**src/rtl/wkf_pkg.sv**
```systemverilog
package wkf_pkg;

  // Control states of the wake indicator.
  typedef enum logic [1:0] {
    ST_IDLE    = 2'd0,  // not in standby, output inactive
    ST_LISTEN  = 2'd1,  // standby, no filtered dominant yet
    ST_WAKE    = 2'd2,  // filtered dominant, wake request driven
    ST_CLAMPED = 2'd3   // dominant exceeded the time-out, request withdrawn
  } wkfState_e;

  // Strobes from control to datapath.
  typedef struct packed {
    logic clrFilt;   // clear filter counter and filtered level
    logic clrTimer;  // clear dominant-duration timer
    logic cntEn;     // let filter and timer advance
  } wkfStrobe_t;

endpackage

```
**src/rtl/wkf_datapath.sv**
```systemverilog
module wkf_datapath
  import wkf_pkg::*;
#(
  parameter int SYNC_STAGES = 2,
  parameter int FILT_CYCLES = 50,
  parameter int TMO_CYCLES  = 100000
) (
  input  logic       clk,
  input  logic       rstN,
  input  logic       busDomRaw,
  input  wkfStrobe_t ctl,
  output logic       filtDom,
  output logic       tmo
);

  localparam int FW = $clog2(FILT_CYCLES + 1);
  localparam int TW = $clog2(TMO_CYCLES + 1);

  logic [SYNC_STAGES-1:0] syncQ;
  logic                   busSync;
  logic [FW-1:0]          fltCnt;
  logic                   filtQ;
  logic [TW-1:0]          domCnt;

  // Synchronizer chain; one stage or a shift chain picked by parameter.
  if (SYNC_STAGES == 1) begin : g_sync1
    always_ff @(posedge clk or negedge rstN) begin
      if (!rstN) syncQ <= '0;
      else       syncQ <= busDomRaw;
    end
  end else begin : g_syncN
    always_ff @(posedge clk or negedge rstN) begin
      if (!rstN) syncQ <= '0;
      else       syncQ <= {syncQ[SYNC_STAGES-2:0], busDomRaw};
    end
  end

  assign busSync = syncQ[SYNC_STAGES-1];

  // Symmetric persistence filter: flip only after FILT_CYCLES disagreeing samples.
  always_ff @(posedge clk or negedge rstN) begin
    if (!rstN) begin
      filtQ  <= 1'b0;
      fltCnt <= '0;
    end else if (ctl.clrFilt) begin
      filtQ  <= 1'b0;
      fltCnt <= '0;
    end else if (ctl.cntEn) begin
      if (busSync != filtQ) begin
        if (fltCnt == FW'(FILT_CYCLES - 1)) begin
          filtQ  <= busSync;
          fltCnt <= '0;
        end else begin
          fltCnt <= fltCnt + 1'b1;
        end
      end else begin
        fltCnt <= '0;
      end
    end
  end

  // Dominant-duration timer, saturating at the limit, cleared by recessive.
  always_ff @(posedge clk or negedge rstN) begin
    if (!rstN) begin
      domCnt <= '0;
    end else if (ctl.clrTimer) begin
      domCnt <= '0;
    end else if (ctl.cntEn) begin
      if (!filtQ)                          domCnt <= '0;
      else if (domCnt != TW'(TMO_CYCLES))  domCnt <= domCnt + 1'b1;
    end
  end

  assign filtDom = filtQ;
  assign tmo     = (domCnt == TW'(TMO_CYCLES));


  filt_src_chk: assert property (@(posedge clk) disable iff (!rstN)
    ((filtQ != $past(filtQ)) && !$past(ctl.clrFilt)) |-> (filtQ == $past(busSync)));


  filt_cnt_range_chk: assert property (@(posedge clk) disable iff (!rstN)
    (fltCnt < FW'(FILT_CYCLES)));


  tmo_after_dom_chk: assert property (@(posedge clk) disable iff (!rstN)
    tmo |-> $past(filtQ));

endmodule

```
**src/rtl/wkf_control.sv**
```systemverilog
module wkf_control
  import wkf_pkg::*;
(
  input  logic       clk,
  input  logic       rstN,
  input  logic       standbyEn,
  input  logic       filtDom,
  input  logic       tmo,
  output wkfStrobe_t ctl,
  output logic       wakeReqN
);

  wkfState_e state, stateNxt;

  always_comb begin
    stateNxt = state;
    if (!standbyEn) begin
      stateNxt = ST_IDLE;
    end else begin
      unique case (state)
        ST_IDLE:    stateNxt = ST_LISTEN;
        ST_LISTEN:  if (filtDom && !tmo) stateNxt = ST_WAKE;
        ST_WAKE:    if (tmo)             stateNxt = ST_CLAMPED;
                    else if (!filtDom)   stateNxt = ST_LISTEN;
        ST_CLAMPED: if (!filtDom)        stateNxt = ST_LISTEN;
        default:                         stateNxt = ST_IDLE;
      endcase
    end
  end

  always_ff @(posedge clk or negedge rstN) begin
    if (!rstN) state <= ST_IDLE;
    else       state <= stateNxt;
  end

  // Strobes follow the mode input directly so the datapath clears in the same cycle.
  always_comb begin
    ctl.clrFilt  = !standbyEn;
    ctl.clrTimer = !standbyEn;
    ctl.cntEn    = standbyEn;
  end

  assign wakeReqN = (state != ST_WAKE);


  standby_off_chk: assert property (@(posedge clk) disable iff (!rstN)
    !standbyEn |=> wakeReqN);


  tmo_release_chk: assert property (@(posedge clk) disable iff (!rstN)
    tmo |=> wakeReqN);


  clamp_hold_chk: assert property (@(posedge clk) disable iff (!rstN)
    ((state == ST_CLAMPED) && filtDom && standbyEn) |=> wakeReqN);


  wake_cause_chk: assert property (@(posedge clk) disable iff (!rstN)
    $fell(wakeReqN) |-> ($past(filtDom) && $past(standbyEn)));

endmodule

```
**src/rtl/stby_wake_filter.sv**
```systemverilog
module stby_wake_filter
  import wkf_pkg::*;
#(
  parameter int SYNC_STAGES = 2,
  parameter int FILT_CYCLES = 50,
  parameter int TMO_CYCLES  = 100000
) (
  input  logic clk,
  input  logic rstN,
  input  logic standbyEn,
  input  logic busDomRaw,
  output logic wakeReqN
);

  wkfStrobe_t ctl;
  logic       filtDom;
  logic       tmo;

  wkf_datapath #(
    .SYNC_STAGES(SYNC_STAGES),
    .FILT_CYCLES(FILT_CYCLES),
    .TMO_CYCLES (TMO_CYCLES)
  ) u_dp (
    .clk      (clk),
    .rstN     (rstN),
    .busDomRaw(busDomRaw),
    .ctl      (ctl),
    .filtDom  (filtDom),
    .tmo      (tmo)
  );

  wkf_control u_ctl (
    .clk      (clk),
    .rstN     (rstN),
    .standbyEn(standbyEn),
    .filtDom  (filtDom),
    .tmo      (tmo),
    .ctl      (ctl),
    .wakeReqN (wakeReqN)
  );


  reset_idle_chk: assert property (@(posedge clk) !rstN |-> wakeReqN);

endmodule

```
**config.mk**
```make
export PLATFORM = sky130hd
export DESIGN_NAME = stby_wake_filter
export DESIGN_NICKNAME = d
export VERILOG_FILES = /design/src/rtl/wkf_pkg.sv /design/src/rtl/wkf_datapath.sv /design/src/rtl/wkf_control.sv /design/src/rtl/stby_wake_filter.sv
export SDC_FILE = /design/constraint.sdc
export NUM_CORES = 1
export LEC_CHECK = 0
export BUFFER_PORTS_ARGS = -buffer_cell sky130_fd_sc_hd__buf_2
export CAP_MARGIN = 10
export CORE_MARGIN = 5
export CORE_UTILIZATION = 59
export DETAILED_ROUTE_END_ITERATION = 7
export PLACE_DENSITY = 0.82
export RECOVER_POWER = 50
export SYNTH_ARGS = -nofsm -noshare
export SYNTH_HDL_FRONTEND = slang
export SYNTH_SLANG_ARGS = --single-unit
```
**constraint.sdc**
```tcl
create_clock -name clk -period 1.72 [get_ports clk]
set_input_delay 0.172 -clock clk [delete_from_list [all_inputs] [get_ports clk]]
set_output_delay 0.172 -clock clk [all_outputs]
set_load 0.05 [all_outputs]
```
* Word level (Yosys, flattened, before mapping)
Index checks and enable logic that the tools add are counted.
** Storage, ports and cells
- Bits in registers :: 28
- Bits in latches :: 0
- RAM bits :: 0
- Bits in read-only memories :: 0
- Bits of input ports :: 4
- Output and inout bits :: 1
- Logic and storage cells :: 37
- Memories kept :: 0
** Cells by class
- $add $sub $neg :: 2
- Multipliers :: 0
- Div/mod/pow operators :: 0
- Magnitude comparators :: 0
- Equality and inequality tests :: 12
- Shifts and indexed selects :: 0
- Multiplexer cells :: 14
- Bitwise operators :: 0
- Reduce and logical (&&, ||, !) cells :: 4
** Operators with widths (number)
- 17-bit two-way mux :: 3
- 6-bit two-way mux :: 3
- 17-bit by 1-bit adder with 17-bit output (second input constant) :: 1
- 17-bit == test (second input constant) :: 1
- 17-bit != test (second input constant) :: 1
- 2-bit two-way mux :: 4
- 2-bit one-hot mux with 4 select lines :: 1
- 6-bit by 1-bit adder with 6-bit output (second input constant) :: 1
- 6-bit == test (second input constant) :: 1
- 2-bit == test (second input constant) :: 2
- 2-bit by 1-bit != test with 1-bit output (second input constant) :: 2
- 1-bit two-way mux :: 3
- 3-bit by 2-bit != test with 1-bit output (second input constant) :: 1
- 3-bit != test (second input constant) :: 1
- 2-bit by 1-bit == test with 1-bit output (second input constant) :: 1
- 2-bit logical NOT :: 1
- 2-bit != test (second input constant) :: 1
- 2-bit AND reduction :: 1
- 1-bit logical AND :: 1
- 1-bit logical NOT :: 1
- 1-bit != test :: 1

* Depth between registers and ports, before layout
Gate-level depths: netlist of the first run.
- Word-level depth :: 6
- Depth in mapped cells :: 6
- Depth with buffers taken out :: 6

* Modules after synthesis
From an unflattened synthesis of the first run, not the netlist that was laid out.
** Unflattened totals
- Cell total of the unflattened synthesis :: 167
- Area, all modules :: 1609.0 sq um
** By module, submodules not included
- wkf_datapath :: instances 1, cells each 153, area each 1491.4 sq um
- wkf_control :: instances 1, cells each 14, area each 117.6 sq um

* Least setup slack after synthesis of the first run
OpenSTA, ideal clock, no wires.
- Kind :: flip-flop to flip-flop
- Start :: register u_dp.domCnt[0]
- End :: register u_dp.domCnt[12]
- Setup time :: 0.078 ns
- Arrival time :: 1.418 ns
- Required time :: 1.642 ns
- Setup slack :: 0.224 ns
- Cell stages (with the launch flop) :: 7
- Buffers on the path :: 1
- Clock period less this slack :: 1.496 ns
- Cell sequence :: dfrtp_1 -> ha_1 -> and3_1 -> buf_2 -> nand3_4 -> or3_1 -> a21oi_1
** Between the ends
- Longest elaborated chain between the ends :: 4
- Elaborated cells between the ends (all ways) :: 6
- Those cells by class :: 1 x add/sub; 2 x eq/ne; 3 x mux
** Ends and longest elaborated chain
- start: declaration :: line wkf_datapath.sv:23 : logic [TW-1:0] domCnt;
- start signal: assignment :: line wkf_datapath.sv:70 : else if (domCnt != TW'(TMO_CYCLES)) domCnt <= domCnt + 1'b1;
- 17-bit by 1-bit adder with 17-bit output :: line wkf_datapath.sv:70
- 17-bit two-way mux :: line wkf_datapath.sv:70
- 17-bit two-way mux :: line wkf_datapath.sv:69 : if (!filtQ) domCnt <= '0;
- 17-bit two-way mux :: line wkf_datapath.sv:66 : end else if (ctl.clrTimer) begin
Parallel ways exist; a longest one is shown, timed or not. The select of a mux whose other input is x is not followed.
A chain may end at the register's enable or synchronous reset.

* Worst setup path in the final report of the first run
- Start :: register u_dp.domCnt[0]
- End :: register u_ctl.state[1]
** Between the ends
- Longest elaborated chain between the ends :: 4
- Elaborated cells between the ends (all ways) :: 7
- Those cells by class :: 2 x eq/ne; 3 x mux; 2 x reduce/logical
** Ends and longest elaborated chain
- 17-bit == test * :: line wkf_datapath.sv:75 : assign tmo = (domCnt == TW'(TMO_CYCLES));
- 2-bit two-way mux or 1-bit logical NOT (tied branches) :: line wkf_control.sv:23, wkf_control.sv:22
- 2-bit one-hot mux with 4 select lines or 1-bit logical AND (tied branches) :: line wkf_control.sv:20, wkf_control.sv:22
- 2-bit two-way mux or 3-bit by 2-bit != test with 1-bit output (tied branches)
- end signal: assignment :: line wkf_control.sv:33 : else state <= stateNxt;
- end: declaration :: line wkf_control.sv:13 : wkfState_e state, stateNxt;
Every way passes the cells marked *; elsewhere a longest branch is shown, timed or not.

==> impl_metrics.env, run 1 <==
export IMPL_status="finished clean"
export IMPL_antenna_found_initial=0
export IMPL_synth_area_sq_um=1351
export IMPL_power_density_nw_per_um2=677.1
export IMPL_arrival_ps=1890
export IMPL_hpwl_microns=1666
export IMPL_overflow=0
export IMPL_area_growth_pct=10.37
export IMPL_numClockSinks=28
export IMPL_worstHoldStart="standbyEn"
export IMPL_hold_path_depth=3
export IMPL_clock_latency_ps=320
export IMPL_timing_rr_end="u_ctl.state[1]"
export IMPL_die_y_microns=57.86
export IMPL_cts_buffers=3
export IMPL_power_switching_uw=206.6
export IMPL_critPathMaxFanout=6
export IMPL_dr_pass1_iters=4
export IMPL_seqPwrFrac=0.662
export IMPL_ant_nets=0
export IMPL_grt_total_usage=0.1604
export IMPL_p_int_uw=803.2
export IMPL_setup_viol=0
export IMPL_grt_setup_unrepaired="no"
export IMPL_vias=945
export IMPL_wl_microns=2300
export IMPL_grt_pass1_vias=960
export IMPL_cp_end_kind="register"
export IMPL_die_area_sq_um=3347
export IMPL_ys_ff_latch=28
export IMPL_path_class="reg2reg"
export IMPL_yosys_warnings=0
export IMPL_multi_input_area_sq_um=626.9
export IMPL_cts_root_buf="clkbuf_4"
export IMPL_cap_viol_max_count=0
export IMPL_fin_tns_setup_ps=0
export IMPL_final_cells=170
export IMPL_antenna_cells=0
export IMPL_dp_cells=162
export IMPL_cp_start_kind="register"
export IMPL_fin_crit_ps=1666
export IMPL_swShare=0.2046
export IMPL_gp_congestion=0.8232
export IMPL_synth_cells=129
export IMPL_drc=0
export IMPL_holdPathEnd="u_ctl.state[0]"
export IMPL_min_path_type="in2reg"
export IMPL_syn_nets=137
export IMPL_synth_ff_type="dfrtp_1"
export IMPL_wl_per_cell_microns=13.53
export IMPL_finClkSkew_ps=4.276
export IMPL_synth_edf_count=0
export IMPL_final_max_slew_viol_count=0
export IMPL_worst_pin_slew_ps=662.0
export IMPL_max_freq_ghz=0.6001
export IMPL_core_sq_um=2191
export IMPL_rr_worst_depth=5
export IMPL_combinationalPowerShare=0.029
export IMPL_relSlewSlack=0.5587
export IMPL_yosysTopAreaCellShare=0.5185
export IMPL_p_leak_uw=0.0006440
export IMPL_fp_dieW_microns=57.86
export IMPL_ys_types=30
export IMPL_ys_seq_area_frac=0.5185
export IMPL_io_pins=5
export IMPL_hold_violations=0
export IMPL_nFillCells=166
export IMPL_p_clk_frac=0.309
export IMPL_start_util=0.6168
export IMPL_cts_tree="built"
export IMPL_grt_first_pass_wirelength_microns=4250
export IMPL_cts_resized=0
export IMPL_period_share=0.9688
export IMPL_cp_data_required_time_ps=1940
export IMPL_port_buffers=4
export IMPL_path_clk_slew_ps=140
export IMPL_synth_area_per_cell_sq_um=10.48
export IMPL_clockBufferDepth=2
export IMPL_fin_nets=151
export IMPL_regToRegStartpoint="u_dp.domCnt[0]"
export IMPL_post_route_cells_drive_above_1_share=0.1268
export IMPL_drt_iter0_drc=25
export IMPL_grt_max_degree=29
export IMPL_synth_largest_area_cell="dfrtp_1"
export IMPL_ff_latch_area_sq_um=700.7
export IMPL_reg2reg_slack_ps=50
export IMPL_peakVddDrop_v=0.0004329
export IMPL_async_flop_share=1.000
export IMPL_ys_top_cells_by_area="dfrtp_1 52%, xor2_1 7.8%, nor2_1 5.8%"
export IMPL_ys_top_cells_by_count="28 x dfrtp_1, 21 x nor2_1, 12 x xor2_1"
export IMPL_h_tree_depth=1
export IMPL_row_count=17
export IMPL_yosysMostFrequentCell="dfrtp_1"
export IMPL_via_per_inst=5.559
## worst max path at each step
stage,cells after the start,endpoint,slack (ps),start
finish,5,u_ctl.state[1],50,u_dp.domCnt[0]
global route,5,u_ctl.state[1],10,u_dp.domCnt[0]
CTS,5,u_ctl.state[1],70,u_dp.domCnt[0]
detailed placement,5,u_ctl.state[1],110,u_dp.domCnt[0]
global placement,5,u_ctl.state[1],210,u_dp.domCnt[0]
floorplan,6,u_dp.domCnt[12],220,u_dp.domCnt[0]
## layout make-up
cell class	count	area share
Sequential cell	28	0.4698
Tap cell	28	0.02349
Inverter	4	0.01007
Clock buffer	4	0.02433
Timing Repair Buffer	11	0.05201
Multi-Input combinational cell	95	0.4203
## registers in the layout, indices dropped and copies added, names as in the netlist
signal / flops
u_dp.syncQ: 2
u_dp.fltCnt: 6
u_dp.domCnt: 17
u_ctl.state: 2
u_dp.filtDom: 1
## per-stage QoR
stage | utilization | hold WS, ps | setup WS, ps | total power, uW | instance area [sq um]
final | 0.6808 | 129.7 | 53.69 | 1010 | 1491
after detailed placement | 0.6482 | 218.8 | 109.3 | 708.5 | 1420
after global placement | 0.6482 | 207.0 | 208.0 | 706.1 | 1420
after floorplan | - | -123.6 | 224.4 | 688.4 | 1351
after CTS | 0.6739 | 106.8 | 67.87 | 1025 | 1476
after global routing | 0.6808 | 103.0 | 14.16 | 1065 | 1491
## cell families (layout without fill, tap and decap cells)
logic type | count (synthesis) | count (layout) | share of synthesized area
and+or+nand+nor | 61 | 61 | 0.2556
DFF | 28 | 28 | 0.5185
xor gates and xnor gates | 17 | 17 | 0.1102
AOI/OAI and AO/OA | 11 | 11 | 0.04630
buffers and inverters | 6 | 19 | 0.01758
adders and majority gates | 4 | 4 | 0.03704
muxes | 2 | 2 | 0.01482
## worst max-delay path, stage by stage (launching register included)
cell and delay, ps:
dfrtp_1 450, inv_1 70, ha_1 130, nor4bb_1 330, nand4_2 250, o311ai_1 350
## power by group through the flow
stage	registers [uW]	logic (uW)	clock network (uW)
after floorplan	680	8.24	0
after global placement	681	25.6	0
after detailed placement	681	27.3	0
after CTS	669	30.7	326
after global routing	670	34.8	360
final	669	29.1	312
## routing by layer
layer  share of wire  track usage  vias up
li1                -            -      474
met1            0.49       0.2241      456
met2            0.48       0.2548       13
met3           0.025      0.02004        2
met4          0.0074      0.05960        0
met5               0            0        -
## layout by cell type (no fill, tap or decap), types with 3 or more instances in the layout
cell type / n
clkbuf_4: 3
nor2_1: 21
nand3_1: 8
xnor2_1: 5
nand2_1: 9
a21oi_1: 4
buf_2: 3
o21ai_0: 4
dfrtp_1: 28
xor2_1: 12
ha_1: 4
buf_4: 5
or3_1: 4
inv_1: 4
nand4_1: 5
## timing repair
action	in CTS	in global routing
setup endpoints to repair	0	2
buffers inserted	0	2
hold endpoints to repair	29	0
hold buffers	2	0
Note: power is estimated with default switching activity, not from simulation.
==> inputs of run 2 (changes only) <==
--- a/config.mk
+++ b/config.mk
@@ -8,9 +8,9 @@
 export BUFFER_PORTS_ARGS = -buffer_cell sky130_fd_sc_hd__buf_2
 export CAP_MARGIN = 10
 export CORE_MARGIN = 5
-export CORE_UTILIZATION = 59
+export CORE_UTILIZATION = 53
 export DETAILED_ROUTE_END_ITERATION = 7
-export PLACE_DENSITY = 0.82
+export PLACE_DENSITY = 0.79
 export RECOVER_POWER = 50
 export SYNTH_ARGS = -nofsm -noshare
 export SYNTH_HDL_FRONTEND = slang
==> constraint.sdc (replaced) <==
create_clock -name clk -period 1.5 [get_ports clk]
set_input_delay 0.15 -clock clk [delete_from_list [all_inputs] [get_ports clk]]
set_output_delay 0.15 -clock clk [all_outputs]
set_load 0.05 [all_outputs]
==> impl_metrics.env, run 2 (synthesis results as in run 1) <==
export IMPL_wl_per_cell_microns=14.18
export IMPL_rr_worst_depth=6
export IMPL_busiest_layer="met2"
export IMPL_io_pins=5
export IMPL_largestRegisters="u_dp.domCnt (17), u_dp.fltCnt (6)"
export IMPL_grt_first_pass_wirelength_microns=4560
export IMPL_final_cells=182
export IMPL_cts_buffers=3
export IMPL_fin_tns_setup_ps=0
export IMPL_clock_latency_ps=310
export IMPL_numClockSinks=28
export IMPL_max_freq_ghz=0.6667
export IMPL_vias=995
export IMPL_power_uw=1091
export IMPL_nFillCells=163
export IMPL_finClkSkew_ps=12.26
export IMPL_cp_end_kind="register"
export IMPL_final_cell_mix="28 x dfrtp_1, 21 x nor2_1, 13 x buf_4, 12 x xor2_1, 9 x nand2_1"
export IMPL_period_share=0.9999
export IMPL_final_max_slew_viol_count=0
export IMPL_power_density_nw_per_um2=656.3
export IMPL_start_util=0.5505
export IMPL_worst_pin_slew_ps=662.8
export IMPL_wl_microns=2581
export IMPL_grt_setup_unrepaired="yes"
export IMPL_gp_congestion=0.7712
export IMPL_cp_start_kind="register"
export IMPL_use_met1=0.2250
export IMPL_fp_dieW_microns=60.50
export IMPL_core_sq_um=2455
export IMPL_relSlewSlack=0.5581
export IMPL_path_class="reg2reg"
export IMPL_cts_tree="built"
export IMPL_drc=0
export IMPL_p_leak_uw=0.0007172
export IMPL_drt_iter0_drc=30
export IMPL_cp_data_required_time_ps=1760
export IMPL_h_tree_depth=1
export IMPL_fin_crit_ps=1500
export IMPL_min_path_type="in2reg"
export IMPL_area_growth_pct=23.06
export IMPL_antenna_cells=0
export IMPL_die_y_microns=60.50
export IMPL_via_per_inst=5.467
export IMPL_row_count=18
export IMPL_clockBufferDepth=2
export IMPL_cap_viol_max_count=0
export IMPL_grtUsageMet3=0.02979
export IMPL_die_area_sq_um=3660
export IMPL_status="finished clean"
export IMPL_largest_reg_flops=17
export IMPL_post_route_cells_drive_above_1_share=0.2697
export IMPL_grt_pass1_vias=1045
export IMPL_grt_max_degree=29
export IMPL_cts_root_buf="clkbuf_4"
export IMPL_placed_area_sq_um=1490
export IMPL_peakVddDrop_v=0.0006773
export IMPL_grtUsageMet2=0.2685
export IMPL_path_clk_slew_ps=140
export IMPL_hpwl_microns=1732
export IMPL_final_core_util=0.6774
export IMPL_final_common_cell="dfrtp_1"
export IMPL_setup_viol=0
export IMPL_arrival_ps=1760
export IMPL_hold_violations=0
export IMPL_critPathMaxFanout=5
export IMPL_fin_nets=162
export IMPL_grt_total_usage=0.1674
export IMPL_postLayoutCellArea_sq_um=1663
export IMPL_antenna_found_initial=0
export IMPL_dr_pass1_iters=4
export IMPL_dp_cells=173
export IMPL_max_flop_register="u_dp.domCnt"
export IMPL_port_buffers=4
export IMPL_hold_path_depth=3
export IMPL_overflow=0
export IMPL_ant_nets=0
## run 2: cell count changes in the layout (fill, tap and decap cells not counted), moves of 2 or more
cell and delta:
buf_4 +8, inv_2 +2, ha_1 -2, buf_6 +3
inv_1 -2
## run 2: power breakdown
| group | leakage (uW) | internal (uW) | switching [uW] |
|---|---|---|---|
| combinational | 0.000320 | 10.9 | 22.1 |
| clock | 0.0000138 | 93.8 | 198 |
| sequential | 0.000383 | 762 | 5.27 |
| total | 0.000717 | 866 | 225 |
## run 2: layer usage
layer / vias up / part of all wire
li1: 495 / -
met1: 484 / 0.44
met2: 12 / 0.51
met3: 4 / 0.027
met4: 0 / 0.018
met5: - / 0
## run 2: final cells by class
class	count	area, sq um	share of cell area
multi-input cells	95	715.7	0.4304
flip-flops and latches	28	700.7	0.4214
repair buffers	22	171.4	0.1031
well taps	30	37.54	0.02257
clock buffers	3	22.52	0.01354
inverters	4	15.01	0.009029
## run 2: per-stage QoR
| step | worst slack (ps) | hold slack [ps] |
|---|---|---|
| finish | 0.1273 | 139.7 |
| global route | -107.0 | 128.7 |
| CTS | 16.63 | 134.1 |
| detailed placement | -134.2 | 195.4 |
| global placement | 14.05 | 187.6 |
| floorplan | 4.384 | -145.6 |
## run 2: critical path, stage by stage (launching register included)
cell and delay [ps]:
dfrtp_1 430, buf_6 120, buf_6 90, and4_4 230, nand3_4 90, or4_1 400, nand2_1 70
## run 2: path summary, 6_finish.rpt
check,start,to,slack [ps]
max,u_dp.domCnt[1],u_dp.domCnt[11],0.1
min,standbyEn,u_ctl.state[0],140
max reg2reg,u_dp.domCnt[1],u_dp.domCnt[11],0.1
min reg2reg,u_dp.syncQ[0],u_dp.syncQ[1],380
max in group asynchronous,rstN,u_dp.domCnt[0],680
min in group asynchronous,rstN,u_dp.domCnt[14],380
## run 2: repair_timing
| action | 4_1_cts | 5_1_grt |
|---|---|---|
| gates resized for setup | 8 | 12 |
| buffers inserted | 2 | 2 |
| hold buffers | 2 | 0 |
| pin swaps | 3 | 11 |
| setup endpoints to repair | 9 | 12 |
| endpoints found under the hold margin | 29 | 0 |
